==> src/rtl/mdio_pkg.sv <==
package mdio_pkg;
    localparam int FRAME_BITS = 64;
    localparam int CMD_W      = 32;
    localparam int DATA_W     = 16;
    localparam int RD_BIT     = 28;
    localparam int PHY_LSB    = 23;
    localparam int REG_LSB    = 18;
    localparam int HDR_FIRST  = 32;
    localparam int TURN_FIRST = 46;
    localparam int DATA_FIRST = 48;

    typedef enum logic [2:0] {
        ST_IDLE,
        ST_PRE,
        ST_HDR,
        ST_TURN,
        ST_DATA
    } mdio_state_t;

    function automatic mdio_state_t phase_of(input logic [5:0] b);
        if (int'(b) < HDR_FIRST)       return ST_PRE;
        else if (int'(b) < TURN_FIRST) return ST_HDR;
        else if (int'(b) < DATA_FIRST) return ST_TURN;
        else                           return ST_DATA;
    endfunction
endpackage

==> src/rtl/mdio_clkgen.sv <==
module mdio_clkgen #(
    parameter int DIV_LOG2_MIN = 3,
    localparam int CW = DIV_LOG2_MIN + 2
) (
    input  logic       clk,
    input  logic       rst_n,
    input  logic       run,
    input  logic [1:0] sel,
    output logic       mdc,
    output logic       rise_tk,
    output logic       fall_tk
);
    logic [CW-1:0] cnt_q;
    logic [CW-1:0] half_m1;
    logic          mdc_q;
    logic          wrap;

    always_comb begin
        half_m1 = CW'((1 << (DIV_LOG2_MIN - 1 + int'(sel))) - 1);
        wrap    = run && (cnt_q == half_m1);
        rise_tk = wrap && !mdc_q;
        fall_tk = wrap && mdc_q;
        mdc     = mdc_q;
    end

    always_ff @(posedge clk or negedge rst_n) begin
        if (!rst_n) begin
            cnt_q <= '0;
            mdc_q <= 1'b0;
        end else if (!run) begin
            cnt_q <= '0;
            mdc_q <= 1'b0;
        end else if (wrap) begin
            cnt_q <= '0;
            mdc_q <= ~mdc_q;
        end else begin
            cnt_q <= cnt_q + 1'b1;
        end
    end
endmodule

==> src/rtl/mdio_rx_capture.sv <==
module mdio_rx_capture #(
    parameter int W = 16
) (
    input  logic         clk,
    input  logic         rst_n,
    input  logic         shift_en,
    input  logic         din,
    output logic [W-1:0] word
);
    always_ff @(posedge clk or negedge rst_n) begin
        if (!rst_n)        word <= '0;
        else if (shift_en) word <= {word[W-2:0], din};
    end
endmodule

==> src/rtl/mdio_master.sv <==
module mdio_master
    import mdio_pkg::*;
#(
    parameter int DIV_LOG2_MIN = 3
) (
    input  logic        clk,
    input  logic        rst_n,
    input  logic        port_en,
    input  logic [1:0]  div_sel,
    input  logic        cmd_wr,
    input  logic [31:0] cmd_wdata,
    output logic [31:0] cmd_rdata,
    output logic        idle,
    output logic        mdc,
    output logic        mdio_o,
    output logic        mdio_oe,
    input  logic        mdio_i
);
    localparam int BW = $clog2(FRAME_BITS);

    mdio_state_t       state_q, state_d;
    logic [BW-1:0]     bit_q;
    logic [CMD_W-1:0]  cmd_q;
    logic [1:0]        sel_q;
    logic [FRAME_BITS-1:0] frame;
    logic [DATA_W-1:0] rx_word;
    logic              start, run, is_rd, last_fall;
    logic              rise_tk, fall_tk;

    assign start     = cmd_wr && port_en && (state_q == ST_IDLE);
    assign run       = port_en && (state_q != ST_IDLE);
    assign is_rd     = cmd_q[RD_BIT];
    assign last_fall = fall_tk && (bit_q == BW'(FRAME_BITS - 1));
    assign frame     = {32'hFFFF_FFFF, 2'b01, (is_rd ? 2'b10 : 2'b01),
                        cmd_q[PHY_LSB +: 5], cmd_q[REG_LSB +: 5],
                        (is_rd ? 2'b11 : 2'b10), cmd_q[DATA_W-1:0]};

    mdio_clkgen #(.DIV_LOG2_MIN(DIV_LOG2_MIN)) u_clk (
        .clk(clk), .rst_n(rst_n), .run(run), .sel(sel_q),
        .mdc(mdc), .rise_tk(rise_tk), .fall_tk(fall_tk)
    );

    mdio_rx_capture #(.W(DATA_W)) u_rx (
        .clk(clk), .rst_n(rst_n),
        .shift_en(rise_tk && is_rd && (state_q == ST_DATA)),
        .din(mdio_i), .word(rx_word)
    );

    always_comb begin
        state_d = state_q;
        unique case (state_q)
            ST_IDLE: if (start) state_d = ST_PRE;
            ST_PRE, ST_HDR, ST_TURN, ST_DATA: begin
                if (!port_en)       state_d = ST_IDLE;
                else if (last_fall) state_d = ST_IDLE;
                else if (fall_tk)   state_d = phase_of(bit_q + 1'b1);
            end
            default: state_d = ST_IDLE;
        endcase
    end

    always_ff @(posedge clk or negedge rst_n) begin
        if (!rst_n) begin
            state_q <= ST_IDLE;
            bit_q   <= '0;
            cmd_q   <= '0;
            sel_q   <= '0;
        end else begin
            state_q <= state_d;
            if (start) begin
                bit_q <= '0;
                cmd_q <= cmd_wdata;
                sel_q <= div_sel;
            end else if (fall_tk) begin
                bit_q <= bit_q + 1'b1;
                if (last_fall && is_rd) cmd_q[DATA_W-1:0] <= rx_word;
            end
        end
    end

    always_comb begin
        idle      = (state_q == ST_IDLE);
        cmd_rdata = cmd_q;
        mdio_o    = idle ? 1'b1 : frame[BW'(FRAME_BITS - 1) - bit_q];
        mdio_oe   = !idle && !(is_rd && (state_q == ST_TURN || state_q == ST_DATA));
    end
endmodule

==> config.mk <==
export PLATFORM = sky130hd
export DESIGN_NAME = mdio_master
export DESIGN_NICKNAME = d
export VERILOG_FILES = /design/src/rtl/mdio_pkg.sv /design/src/rtl/mdio_clkgen.sv /design/src/rtl/mdio_rx_capture.sv /design/src/rtl/mdio_master.sv
export SDC_FILE = /design/constraint.sdc
export NUM_CORES = 1
export LEC_CHECK = 0
export BUFFER_PORTS_ARGS = -buffer_cell sky130_fd_sc_hd__clkbuf_2
export CORE_MARGIN = 2
export CORE_UTILIZATION = 30
export CTS_BUF_LIST = sky130_fd_sc_hd__clkbuf_8
export DETAILED_ROUTE_END_ITERATION = 8
export MAX_ROUTING_LAYER = met4
export PLACE_DENSITY = 0.54
export REMOVE_ABC_BUFFERS = 1
export SLEW_MARGIN = 5
export SYNTH_ARGS = -nofsm -noshare
export SYNTH_HDL_FRONTEND = slang
export SYNTH_SLANG_ARGS = --single-unit
export TNS_END_PERCENT = 30
==> constraint.sdc <==
create_clock -name clk -period 4.1 [get_ports clk]
set_input_delay 0.205 -clock clk [delete_from_list [all_inputs] [get_ports clk]]
set_output_delay 0.205 -clock clk [all_outputs]
set_load 0.05 [all_outputs]
**After elaboration in Yosys (flattened, before gate mapping)**

Cells that the tools add are included.

- Add/subtract/negate cells: 5
- Order comparisons: 4
- Shift-type cells: 1
- Bitwise gates (word level): 1
- Mux-type cells: 22
- Eq/ne operators: 9
- Reductions and logical operators: 23

Operator list:

| operator | number |
|---|---|
| $mux W16 | 3 |
| $shl A1 B32 Y5 const A | 1 |
| $mux W3 | 7 |
| $lt A6 B6 Y1 const B | 3 |
| $logic_and A1 B1 Y1 | 12 |
| $mux W6 | 2 |
| $mux W5 | 2 |
| $lt A6 B7 Y1 const B | 1 |
| $add A6 B1 Y6 const B | 1 |
| $bmux W1 S6 | 1 |
| $eq A3 B2 Y1 const B | 2 |
| $eq A6 B6 Y1 const B | 1 |
| $pmux W3 S2 | 1 |
| $sub A6 B6 Y6 const A | 1 |
| $add A5 B1 Y5 const B | 1 |
| $eq A5 B5 Y1 | 1 |
| $mux W1 | 5 |
| $sub A5 B2 Y5 const B | 1 |
| $ne A4 B4 Y1 const B | 1 |
| $reduce_and A2 Y1 | 2 |
| $reduce_bool A2 Y1 | 2 |
| $reduce_or A4 Y1 | 1 |
| $add A2 B2 Y3 const A | 1 |
| $eq A3 B1 Y1 const B | 1 |
| other kinds (9) | 11 |

- Bits of input ports: 39
- Flip-flop bits (word level): 65
- Word-level logic and storage cells: 73

**Longest topological paths before layout**

- Depth in word-level cells: 11
- Gate-level depth with buffers: 8
- Gate-level depth less buffers: 7

**Cells and area by module**

Synthesis repeated with hierarchy kept, for this count alone.

- Cell total of the unflattened synthesis: 265
- Area, all modules: 3,233.1 sq um

By module, submodules not included:

| module | seq. area each (sq um) | area an instance (sq um) | cells an instance | instances |
|---|---|---|---|---|
| mdio_master | 1,076.0 | 2,223.4 | 198 | 1 |
| mdio_rx_capture | 400.4 | 649.4 | 34 | 1 |
| mdio_clkgen | 150.1 | 360.3 | 33 | 1 |

**Worst setup path after synthesis**

Ideal clock, no wire load.

- Kind: reg-to-output
- Start point: reg cmd_q[28], in the netlist cmd_rdata[28]
- End point: out mdio_o
- Stages on the path, launching flop included: 7
- Arrival: 2.375 ns
- Setup slack: 1.520 ns
- Cells stage by stage: dfrtp_1 > inv_1 > ha_1 > mux2_2 > a211oi_1 > nor4b_1 > a21oi_1

- Word-level cells in the longest chain between the ends: 4
- Elaborated cells between the ends (all ways): 5
- Classes of those cells: 5 x mux

RTL lines:

| what | RTL line | text |
|---|---|---|
| start, declared | mdio_master.sv:23 | `logic [CMD_W-1:0] cmd_q;` |
| start signal, assigned | mdio_master.sv:72 | `cmd_q <= cmd_wdata;` |
| start signal, assigned by index | mdio_master.sv:76 | `if (last_fall && is_rd) cmd_q[DATA_W-1:0] <= rx_word;` |
| $mux W1 / $mux W2 (equally long branches) | mdio_master.sv:36, mdio_master.sv:34 |  |
| $bmux W1 S6 * | mdio_master.sv:84 | `mdio_o = idle ? 1'b1 : frame[BW'(FRAME_BITS - 1) - bit_q];` |
| $mux W1 (not written as such) * | mdio_master.sv:84 |  |
| $mux W1 * | mdio_master.sv:84 |  |
| end, declared | mdio_master.sv:15 | `output logic mdio_o,` |

Mark *: on every way between the ends. The rest lies on a longest branch, timed or not. The select of a mux whose other input is x is not followed.

**Worst setup path after layout**

- Start point: reg bit_q[1]
- End point: reg cmd_q[12], in the netlist cmd_rdata[12]

- Word-level cells in the longest chain between the ends: 5

RTL lines:

| what | RTL line | text |
|---|---|---|
| start, declared | mdio_master.sv:22 | `logic [BW-1:0] bit_q;` |
| start signal, assigned | mdio_master.sv:75 | `bit_q <= bit_q + 1'b1;` |
| $eq A6 B6 Y1 | mdio_master.sv:33 | `assign last_fall = fall_tk && (bit_q == BW'(FRAME_BITS - 1));` |
| $logic_and A1 B1 Y1 | mdio_master.sv:33 |  |
| $logic_and A1 B1 Y1 | mdio_master.sv:76 |  |
| $reduce_bool A2 Y1 (no line) | n/a |  |
| $reduce_and A2 Y1 (no line) | n/a |  |

Every way passes these cells.
A chain may end at the register's enable or synchronous reset.

==> results.tsv <==
metric	value	unit
numCtsBuffers	9	
synth_compound_area_share	12.9	%
hold-worst-slack	89.2	ps
num_vias	2398	
cts_tree	built	
ctsRootBufferMaster	clkbuf_8	
fin_crit_sh	63.6	%
hold_viol	0	
synth_area_per_cell	12.4	um^2
postCtsSetupBuffers	0	
crit_path_end_kind	flip-flop	
grt_overflow_total	0	
cp_max_fo	16	
io_buffers	74	
syn_inst	264	
synth_top_family_by_area	multiplexers	
synth_ff_type	dfrtp_1	
skew	15.7	ps
synth-seq-cells	65	
crit_chain	ha_1 -> nand3_1 -> or3_1 -> or3_1 -> o221a_2	
clkTransAtPathRegs	80	ps
core-area	0.0107	mm^2
dpl.hpwl	5320	um
leakagePower	0.00180	uW
max_freq	383	MHz
h-tree-depth	3	
crit_type	reg -> reg	
clockBufferDepth	2	
yosysWarnings	0	
finalSetupViolCount	0	
diodes	0	
required	4320	ps
worstPathArrival	2830	ps
ir_worst_vdd	335	uV
synthMuxAreaShare	18.2	%
synth_fa_ha_area_share	1.52	%
max_stage_delay	590	ps
grt_antenna_before_repair	0	
initial_core_util	30.6	%
synth_cell_types	55	
hp-class	in -> reg	
cpMostUsedCell	or3_1	
cts_hold_buf	1	
synth_area	0.00328	mm^2
grt_util_all_layers	14.0	%
vias_per_cell	4.96	
fp.dieW	109	um
cts_sinks	65	
wl_per_cell	15.6	um
grt_pass1_vias	2424	
synthArstFlopShare	100	%
cp-start-kind	flip-flop	
syn_to_final_growth	21.0	%
synth-xor-area-share	1.87	%
fillers	1131	
die-height	109	um
seq_area_frac_synth	49.5	%
floorplan.io_pins	75	
drc	0	
outcome	finished clean	
cts_resized	0	
ant_nets	0	
fin_tns_setup	0	ps
synth_edf_count	0	
rsz0062_at_grt	false	
first_iter_violations	102	
drv_slew	0	
grt_max_degree	39	
slowest_stage	or3_1	
synthSimpleGateAreaFrac	12.5	%
min_period	2610	ps
dieArea	0.0118	mm^2
grt_pass1_wl	12400	um
routabilityCongestion	0.906	
final_nets	381	
num_rows	38	
clock_latency	340	ps
tightest_slew	867	ps
slew-limit-headroom	42.2	%
drv_cap	0	
first_pass_iters	5	
p_per_area	557	mW/mm^2
drive_gt1_share	50.7	%
routed_wl	7520	um
-- placed cells by master, fill, tap and decap left out, types with 6 or more instances in the layout --
cell,netlist,routed
a21oi_1,6,6
clkbuf_2,0,73
clkbuf_8,0,9
dfrtp_1,65,65
inv_1,7,8
mux2_2,28,28
mux2_4,10,10
nand2_1,10,10
nand3_1,9,9
nor2_1,11,11
o221a_2,15,15
or2_2,16,16
-- layer usage --
layer / vias up / GRT usage [%] / wire, um
met5: - / - / 0
met4: 0 / 3.48 / 87
met3: 9 / 3.77 / 408
met2: 80 / 21.8 / 3580
met1: 1162 / 18.3 / 3440
li1: 1147 / - / -
-- power breakdown --
part           total (uW)  switching, uW  internal (uW)
Clock                 538            257            281
Combinational         803            564            239
Sequential            874            112            762
-- worst max-delay path, delay by kind of cell, from the launching register on --
| family | cells | cell delay (ps) |
|---|---|---|
| compound gates | 1 | 390 |
| fa+ha+maj | 1 | 340 |
| simple gates | 3 | 1220 |
| flops | 1 | 550 |
-- cell families (layout without fill, tap and decap cells) --
| group | count (synthesis) | in the layout |
|---|---|---|
| AOI/OAI and AO/OA | 48 | 48 |
| xor gates and xnor gates | 7 | 7 |
| adders and majority gates | 4 | 4 |
| buffers and inverters | 23 | 102 |
| DFF | 65 | 65 |
| muxes | 45 | 45 |
| and+or+nand+nor | 72 | 72 |
-- per-stage QoR --
step / instance area (um^2) / setup slack, ps / utilization [%] / total power [uW] / cells
2_1_floorplan: 3200 / 1520 / - / 1470 / 248
3_3_place_gp: 3770 / 1630 / 35.1 / 1690 / 466
3_5_place_dp: 3770 / 1530 / 35.1 / 1700 / 466
4_1_cts: 3970 / 1450 / 37.0 / 2240 / 483
5_1_grt: 3970 / 1330 / 37.0 / 2330 / 483
6_report: 3970 / 1490 / 37.0 / 2220 / 483
-- area by class of cell --
cell class	instances	area, um^2	area share, %
clock inverter	7	68.8	1.73
multi-input combinational	176	1540	38.8
sequential	65	1630	40.9
tap	140	175	4.41
timing repair buffer	79	410	10.3
inverter	7	26.3	0.661
clock buffer	9	124	3.12
-- synth_stat cells (all sizes together) (3+ instances only) --
master | number | area (um^2)
dfrtp | 65 | 1630
mux2 | 38 | 465
o221a | 16 | 180
or2 | 16 | 100
nor2 | 12 | 47.6
buf | 10 | 65.1
nand2 | 10 | 37.5
nand3 | 9 | 45.0
inv | 7 | 26.3
a21oi | 6 | 30.0
clkbuf | 6 | 22.5
mux4 | 5 | 113
o21ai | 5 | 28.8
xnor2 | 5 | 43.8
ha | 4 | 50.1
nor2b | 4 | 25.0
nor3 | 4 | 25.0
a221o | 3 | 30.0
-- flip-flops by register name, summed over array words and instances, names as in the netlist --
name	flops
sel_q	2
bit_q	6
u_clk.cnt_q	5
u_clk.mdc	1
state_q	3
u_rx.word	16
cmd_rdata	32
-- final timing paths --
check	from	end	slack, ps	depth (start not counted)
max in group asynchronous	rst_n	bit_q[1]$_DFFE_PN0P_	2680	3
min in group asynchronous	rst_n	cmd_rdata[4]$_DFFE_PN0P_	530	2
setup / recovery	bit_q[1]$_DFFE_PN0P_	cmd_rdata[12]$_DFFE_PN0P_	1490	5
setup reg to reg	bit_q[1]$_DFFE_PN0P_	cmd_rdata[12]$_DFFE_PN0P_	1490	5
hold reg to reg	u_clk.cnt_q[0]$_DFF_PN0_	u_clk.cnt_q[0]$_DFF_PN0_	500	1
hold / removal	mdio_i	u_rx.word[0]$_DFFE_PN0P_	90	2
No activity file was read; power rests on OpenSTA's default activity.
